===== src/rtl/joy_mem_pkg.sv =====
package joy_mem_pkg;

  typedef enum logic {
    MODE_BROWSE = 1'b0,
    MODE_EDIT   = 1'b1
  } editMode_t;

  // Single-cycle strobes from control to datapath.
  typedef struct packed {
    logic addrInc;
    logic addrDec;
    logic loadWork;
    logic workInc;
    logic workDec;
    logic commit;
    logic showWork;
  } ctrlStrobes_t;

endpackage


===== src/rtl/joy_hex_seg.sv =====
module joy_hex_seg (
  input  logic [3:0] nibble,
  output logic [6:0] seg
);
  // seg[0] = a ... seg[6] = g, active high
  always_comb begin
    case (nibble)
      4'h0: seg = 7'h3F;
      4'h1: seg = 7'h06;
      4'h2: seg = 7'h5B;
      4'h3: seg = 7'h4F;
      4'h4: seg = 7'h66;
      4'h5: seg = 7'h6D;
      4'h6: seg = 7'h7D;
      4'h7: seg = 7'h07;
      4'h8: seg = 7'h7F;
      4'h9: seg = 7'h6F;
      4'hA: seg = 7'h77;
      4'hB: seg = 7'h7C;
      4'hC: seg = 7'h39;
      4'hD: seg = 7'h5E;
      4'hE: seg = 7'h79;
      default: seg = 7'h71;
    endcase
  end
endmodule


===== src/rtl/joy_mem_ctrl.sv =====
module joy_mem_ctrl
  import joy_mem_pkg::*;
(
  input  logic         clk,
  input  logic         rst,
  input  logic         btnUp,
  input  logic         btnDown,
  input  logic         btnEnter,
  output ctrlStrobes_t strobes,
  output logic         inEdit
);
  logic [2:0] btnNow;
  logic [2:0] btnPrev;
  logic [2:0] btnRise;
  editMode_t  mode;
  editMode_t  modeNext;

  assign btnNow = {btnEnter, btnDown, btnUp};

  // Previous-cycle sample for rising-edge detection (tracks inputs in reset too).
  always_ff @(posedge clk) begin
    btnPrev <= btnNow;
  end

  assign btnRise = btnNow & ~btnPrev;

  logic upHit, downHit, enterHit;
  assign upHit    = btnRise[0] & ~btnRise[1];
  assign downHit  = btnRise[1] & ~btnRise[0];
  assign enterHit = btnRise[2];

  always_comb begin
    strobes  = '0;
    modeNext = mode;
    unique case (mode)
      MODE_BROWSE: begin
        if (enterHit) begin
          strobes.loadWork = 1'b1;
          modeNext         = MODE_EDIT;
        end else if (upHit) begin
          strobes.addrInc = 1'b1;
        end else if (downHit) begin
          strobes.addrDec = 1'b1;
        end
      end
      MODE_EDIT: begin
        if (enterHit) begin
          strobes.commit = 1'b1;
          modeNext       = MODE_BROWSE;
        end else if (upHit) begin
          strobes.workInc = 1'b1;
        end else if (downHit) begin
          strobes.workDec = 1'b1;
        end
      end
      default: modeNext = MODE_BROWSE;
    endcase
    strobes.showWork = (mode == MODE_EDIT);
  end

  always_ff @(posedge clk) begin
    if (rst) mode <= MODE_BROWSE;
    else     mode <= modeNext;
  end

  assign inEdit = (mode == MODE_EDIT);
endmodule


===== src/rtl/joy_mem_datapath.sv =====
module joy_mem_datapath
  import joy_mem_pkg::*;
#(
  parameter int ADDR_W = 8,
  parameter int DATA_W = 8,
  localparam int DIGITS = (ADDR_W + 3) / 4,
  localparam int SEG_W  = DIGITS * 7
) (
  input  logic              clk,
  input  logic              rst,
  input  ctrlStrobes_t      strobes,
  output logic [ADDR_W-1:0] addrQ,
  output logic [DATA_W-1:0] workQ,
  output logic [DATA_W-1:0] ledOut,
  output logic [SEG_W-1:0]  segOut
);
  localparam int DEPTH = 1 << ADDR_W;
  localparam int PAD_W = DIGITS * 4;
  localparam logic [ADDR_W-1:0] ADDR_ONE = 1;
  localparam logic [DATA_W-1:0] DATA_ONE = 1;

  logic [DATA_W-1:0] memArray [DEPTH];
  logic [DATA_W-1:0] readData;

  // Power-up contents are all zero; reset leaves the array untouched.
  initial begin
    for (int i = 0; i < DEPTH; i++) memArray[i] = '0;
  end

  always_ff @(posedge clk) begin
    if (strobes.commit) memArray[addrQ] <= workQ;
  end

  assign readData = memArray[addrQ];

  always_ff @(posedge clk) begin
    if (rst)                  addrQ <= '0;
    else if (strobes.addrInc) addrQ <= addrQ + ADDR_ONE;
    else if (strobes.addrDec) addrQ <= addrQ - ADDR_ONE;
  end

  always_ff @(posedge clk) begin
    if (rst)                   workQ <= '0;
    else if (strobes.loadWork) workQ <= readData;
    else if (strobes.workInc)  workQ <= workQ + DATA_ONE;
    else if (strobes.workDec)  workQ <= workQ - DATA_ONE;
  end

  assign ledOut = strobes.showWork ? workQ : readData;

  logic [PAD_W-1:0] addrPad;
  assign addrPad = PAD_W'(addrQ);

  for (genvar d = 0; d < DIGITS; d++) begin : gen_digit
    joy_hex_seg hex_i (
      .nibble(addrPad[d*4 +: 4]),
      .seg   (segOut[d*7 +: 7])
    );
  end
endmodule


===== src/rtl/joy_mem_editor.sv =====
module joy_mem_editor
  import joy_mem_pkg::*;
#(
  parameter int ADDR_W = 8,
  parameter int DATA_W = 8,
  localparam int SEG_W = ((ADDR_W + 3) / 4) * 7
) (
  input  logic              clk,
  input  logic              rst,
  input  logic              btnUp,
  input  logic              btnDown,
  input  logic              btnEnter,
  output logic [DATA_W-1:0] leds,
  output logic [SEG_W-1:0]  addrSegs
);
  ctrlStrobes_t      strobes;
  logic              inEdit;
  logic [ADDR_W-1:0] curAddr;
  logic [DATA_W-1:0] workVal;

  joy_mem_ctrl ctrl_i (
    .clk     (clk),
    .rst     (rst),
    .btnUp   (btnUp),
    .btnDown (btnDown),
    .btnEnter(btnEnter),
    .strobes (strobes),
    .inEdit  (inEdit)
  );

  joy_mem_datapath #(.ADDR_W(ADDR_W), .DATA_W(DATA_W)) dp_i (
    .clk    (clk),
    .rst    (rst),
    .strobes(strobes),
    .addrQ  (curAddr),
    .workQ  (workVal),
    .ledOut (leds),
    .segOut (addrSegs)
  );
endmodule


===== config.mk =====
export PLATFORM = sky130hd
export DESIGN_NAME = joy_mem_editor
export DESIGN_NICKNAME = d
export VERILOG_FILES = /design/src/rtl/joy_mem_pkg.sv /design/src/rtl/joy_hex_seg.sv /design/src/rtl/joy_mem_ctrl.sv /design/src/rtl/joy_mem_datapath.sv /design/src/rtl/joy_mem_editor.sv
export SDC_FILE = /design/constraint.sdc
export NUM_CORES = 2
export LEC_CHECK = 0
export ABC_AREA = 1
export BUFFER_PORTS_ARGS = -buffer_cell sky130_fd_sc_hd__buf_4
export CORE_UTILIZATION = 55
export CTS_BUF_LIST = sky130_fd_sc_hd__clkbuf_8
export DETAILED_ROUTE_END_ITERATION = 6
export PLACE_DENSITY = 0.69
export SLEW_MARGIN = 20
export SYNTH_ARGS = -nofsm -noshare
export SYNTH_HDL_FRONTEND = slang
export SYNTH_SLANG_ARGS = --single-unit

===== constraint.sdc =====
create_clock -name clk -period 7.45 [get_ports clk]
set_clock_uncertainty 0.05 [all_clocks]
set_input_delay 0.3725 -clock clk [delete_from_list [all_inputs] [get_ports clk]]
set_output_delay 0.3725 -clock clk [all_outputs]
set_load 0.01 [all_outputs]

After elaboration in Yosys (flattened, before gate mapping)
Memories as Yosys holds them, arrays and structs flattened. A register that Yosys moved wholly into a read port is not among the register bits. Index checks and enable logic that the tools add are counted.

Register bits after elaboration: 20. ROM bits: 224. Bits of input ports: 5. Memories: 3. RAM bits: 2048. Word-level logic and storage cells: 43.

Memories: dp_i.memArray (words 256, width 8, read ports 1, clocked after Yosys merged registers in 1, wr ports 1, line joy_mem_datapath.sv:22) `logic [DATA_W-1:0] memArray [DEPTH];`; (no name shown) (words 16, width 7, read ports 1, clocked after Yosys merged registers in 1, wr ports 0, line joy_hex_seg.sv:7) `case (nibble)`; (no name shown) (words 16, width 7, read ports 1, clocked after Yosys merged registers in 1, wr ports 0, line joy_hex_seg.sv:7).

Reduce and logical (&&, ||, !) cells: 2. Add/sub/neg operators: 4. Bitwise gates (word level): 7. Muxes and demuxes: 23.

Operators with widths (count): two-way mux 8 bit (8); adder 8 x 1 -> 8 bit, second input constant (2); two-way mux 4 bit (4); subtractor 8 x 1 -> 8 bit, second input constant (2); two-way mux 1 bit (7); two-way mux 3 bit (2); bitwise AND 3 bit (1); NOT 1 bit (3); NOT 3 bit (1); nonzero test 3 bit (1); bitwise AND 1 bit (2); two-way mux 2 bit (1); case mux 1 bit (2 select lines) (1); nonzero test 2 bit (1).

Longest topological paths before layout
Word-level depth: 12. Mapped depth: 21.

Hierarchy
A second synthesis with hierarchy kept.

Cells, all modules: 7295. Area total of the unflattened synthesis: 85308.1 µm².

By module, submodules not included: joy_mem_datapath (sequential area each 61979.4 µm², cells each 7165, instances 1, area each 84563.6 µm²); joy_hex_seg (sequential area each 0.0 µm², cells each 52, instances 2, area each 270.3 µm²); joy_mem_ctrl (sequential area each 80.1 µm², cells each 26, instances 1, area each 203.9 µm²).

Worst setup path before layout
OpenSTA, ideal clock, no wires.

Path kind: register to register. Start: register dp_i.workQ[3]. End: register dp_i.workQ[5]. Setup time: 85 ps. Data arrival time: 5019 ps. Setup slack: 2296 ps. Data required time: 7315 ps. Path buffers: 0. Clock period less this slack: 5154 ps. Stages on the path, launching flop included: 9. Cell sequence: dfxtp_1 -> ha_1 -> nand2_1 -> inv_1 -> nand4_1 -> o211ai_1 -> xor2_1 -> o221ai_1 -> a21oi_1.

Cells in the longest elaborated chain, start to end: 4.

RTL lines: from (decl) (line joy_mem_datapath.sv:13) `output logic [DATA_W-1:0] workQ,`; from (signal assigned) (line joy_mem_datapath.sv:44) `else if (strobes.loadWork) workQ <= readData;`; from (signal assigned) (line joy_mem_datapath.sv:45) `else if (strobes.workInc) workQ <= workQ + DATA_ONE;`; from (signal assigned) (line joy_mem_datapath.sv:46) `else if (strobes.workDec) workQ <= workQ - DATA_ONE;`; subtractor 8 x 1 -> 8 bit (line joy_mem_datapath.sv:46); two-way mux 8 bit (line joy_mem_datapath.sv:46); two-way mux 8 bit * (line joy_mem_datapath.sv:45); two-way mux 8 bit * (line joy_mem_datapath.sv:44).

Mark *: on every way between the ends. The rest lies on a longest branch, timed or not. The select of a mux whose other input is x is not followed. A chain may end at the register's enable or synchronous reset.

==> flow_summary.toml <==
[clock_tree]
tritoncts = "yes"
clk_pin_slew_ps = 60
cts.htree.levels = 5
numCtsBuffers = 343
clk_latency_ps = 1020
post-cts-setup-buffers = 0
cts_root_buffer = "clkbuf_8"
cts.sinks = 2090
clockBufferDepth = 4

[placement]
place_area_um2 = 86700
routabilityCongestion = 0.899
pre_cts_ws_ps = 3100
placed_cells = 8949
hpwl_um = 119000
io_buffer_count = 26

[drt]
firstDrtPassIters = 6
routed_via_density = 5.95
vias = 56900
drtAntennaViolNets = 0
totalWireLength_um = 226000
drtIter0Drc = 7023
drc = 0
wire_per_inst_um = 23.6

[grt]
overflow = 0
grt_pass1_wl_um = 336000
grt_pass1_vias = 53600
grt_start_max_net_pins = 212
antenna_found_initial = 3
track_usage_pct = 28.5

[floorplanning]
dieHeight_um = 396
fp-row-count = 144
num_io_pins = 27
fp.dieArea_um2 = 157000
die_w_um = 396
core_um2 = 154000
initial_utilization_pct = 55.5

[synthesis]
synth_top_area_cell = "edfxtp_1"
synth_top_area_share_pct = 71.9
synth.distinct_cells = 31
yosys_warnings = 0
yosys_register_bits = 2090
seq_area_frac_synth_pct = 72.8
synth.area.top_cells = "edfxtp_1 72%, nand3_1 12%, nand2_1 9.4%"
syn_area_per_cell_um2 = 11.7
synthCells = 7301
synth_nets = 7338
synth_area_um2 = 85600

[layout]
drive_above_1_share_pct = 6.91
n_fill_cell = 12300
final_cell_mix = "2135 x nand2_1, 2048 x edfxtp_1, 2041 x nand3_1, 351 x clkbuf_8, 312 x nor2_1"
syn2layout_area_growth_pct = 8.30
final_cell_area_um2 = 92700
multi_input_area_um2 = 20500
final_nets = 7294
seqCellArea_um2 = 62400
fin_cells = 9554
layout_commonest_cell = "nand2_1"

[timing]
period_share_pct = 74.1
min_period_ps = 5520
worst_slew_pin_slew_ps = 1270
hold_viol_final = 0
relSlewSlack_pct = 15.0
drv_slew = 0
fmaxAchievable_ghz = 0.181
rsz0062_at_grt = "no"
finalSetupViolCount = 0
fin_ws_ps = 1930
tns_ps = 0

[setup_path]
crit_path_top_delay_cell = "buf_4"
required_ps = 7030
crit_fanout = 136
arrival_ps = 5100
timing.rr.end = "dp_i.memArray[28][7]$_DFFE_PP_"
crit_path_cell_trace = "inv_8 -> buf_4 -> nand3_1 -> nand3_1 -> nand3_1 -> nand3_1 -> nand3_1 -> nand3_1 -> nand3_1 -> nand3_1 -> o21ai_1 -> buf_4"
worstSetupEndpointType = "output port"
crit_top_cell = "nand3_1"
r2r_slack_ps = 3380
reg2reg_from = "ctrl_i.btnPrev[2]$_DFF_P_"
start_kind = "flip-flop"
slowest_delay_ps = 730
ff2ff_path_depth = 4
path_class = "reg2out"

[pwr]
power.density_nw_per_um2 = 271
peakVddDrop_v = 0.000164
p_leak_uw = 0.0330
finalPower_uw = 25100

[hold_path]
worstHoldPathType = "in2reg"
min_path_cells = 3
holdPathEnd = "dp_i.workQ[4]$_SDFFE_PP0P_"
min_from = "rst"

[job]
maxCapViolCount = 0

[status]
status = "finished, final reports clean"
registers in the layout (all words and copies together) (netlist names), named ones only:
signal,flops
dp_i.memArray,2048
dp_i.gen_digit.hex_i.seg,14
dp_i.addrQ,8
dp_i.workQ,8
ctrl_i.btnPrev,3
ctrl_i.inEdit,1
metrics by stage:
step	utilization [%]	hold slack, ps
after CTS	60.1	109
after detailed placement	56.2	443
after global placement	56.2	443
after floorplan	-	350
after global routing	60.1	169
final	60.1	178
cells in the mapped netlist (all sizes together):
cell type,number
nand2,2148
o211ai,3
o21ai,42
or2,1
nand4,2
buf,371
nor2,312
o221ai,2
edfxtp,2048
inv,91
xor2,5
clkbuf,119
xnor2,4
clkinv,1
o32ai,1
a21oi,24
o22ai,6
nor3,6
dfxtp,42
nand3,2041
ha,30
fa,2
per-layer routing:
metal	global-route usage [%]	up-vias	share of wire [%]
met5	0	-	0.0089
met4	12.9	2	4.4
met3	6.13	541	10
met2	43.1	3065	46
met1	39.7	27500	39
li1	-	25800	-
layout make-up:
type / count / share of cell area [%]
antenna: 3 / 0.00810
sequential: 2090 / 67.3
inverter: 92 / 0.400
clock inverter: 244 / 1.14
multi-input combinational: 4629 / 22.1
tap: 2044 / 2.76
timing repair buffer: 101 / 1.08
clock buffer: 351 / 5.21
worst max-delay path, delay by kind of cell (launching register included):
family | cells | cell delay [ps]
buffers and inverters | 3 | 1640
flip-flops | 1 | 550
AND/OR/NAND/NOR | 8 | 1540
AO/OA/AOI/OAI | 1 | 180
power breakdown:
part	internal (uW)	switching [uW]	total [uW]
Clock	4450	4390	8840
Sequential	13200	187	13400
Combinational	704	2200	2910
Total	18400	6780	25100
cells by family after synthesis:
family	Yosys count	synth area share, %
adder cells (fa/ha/maj)	32	0.485
AO/OA/AOI/OAI	78	0.493
buffers and inverters	582	3.29
XOR/XNOR	9	0.0921
flip-flops	2090	72.8
AND/OR/NAND/NOR	4510	22.8
worst max-delay path by stage:
stage	slack, ps	endpoint	start	depth (start not counted)
final	1930	leds[1]	flip-flop	12
after floorplan	2300	dp_i.workQ[5]$_SDFFE_PP0P_	dp_i.workQ[3]$_SDFFE_PP0P_	8
after CTS	1990	leds[6]	flip-flop	10
after global routing	1760	leds[1]	flip-flop	12
after detailed placement	3100	leds[1]	flip-flop	12
after global placement	3090	leds[6]	flip-flop	10
repair_timing:
item                      4_1_cts  5_1_grt
hold buffers                    7        0
hold endpoints to repair       20        0
resized for setup               0        0
Power figures use the tool's default switching activity.
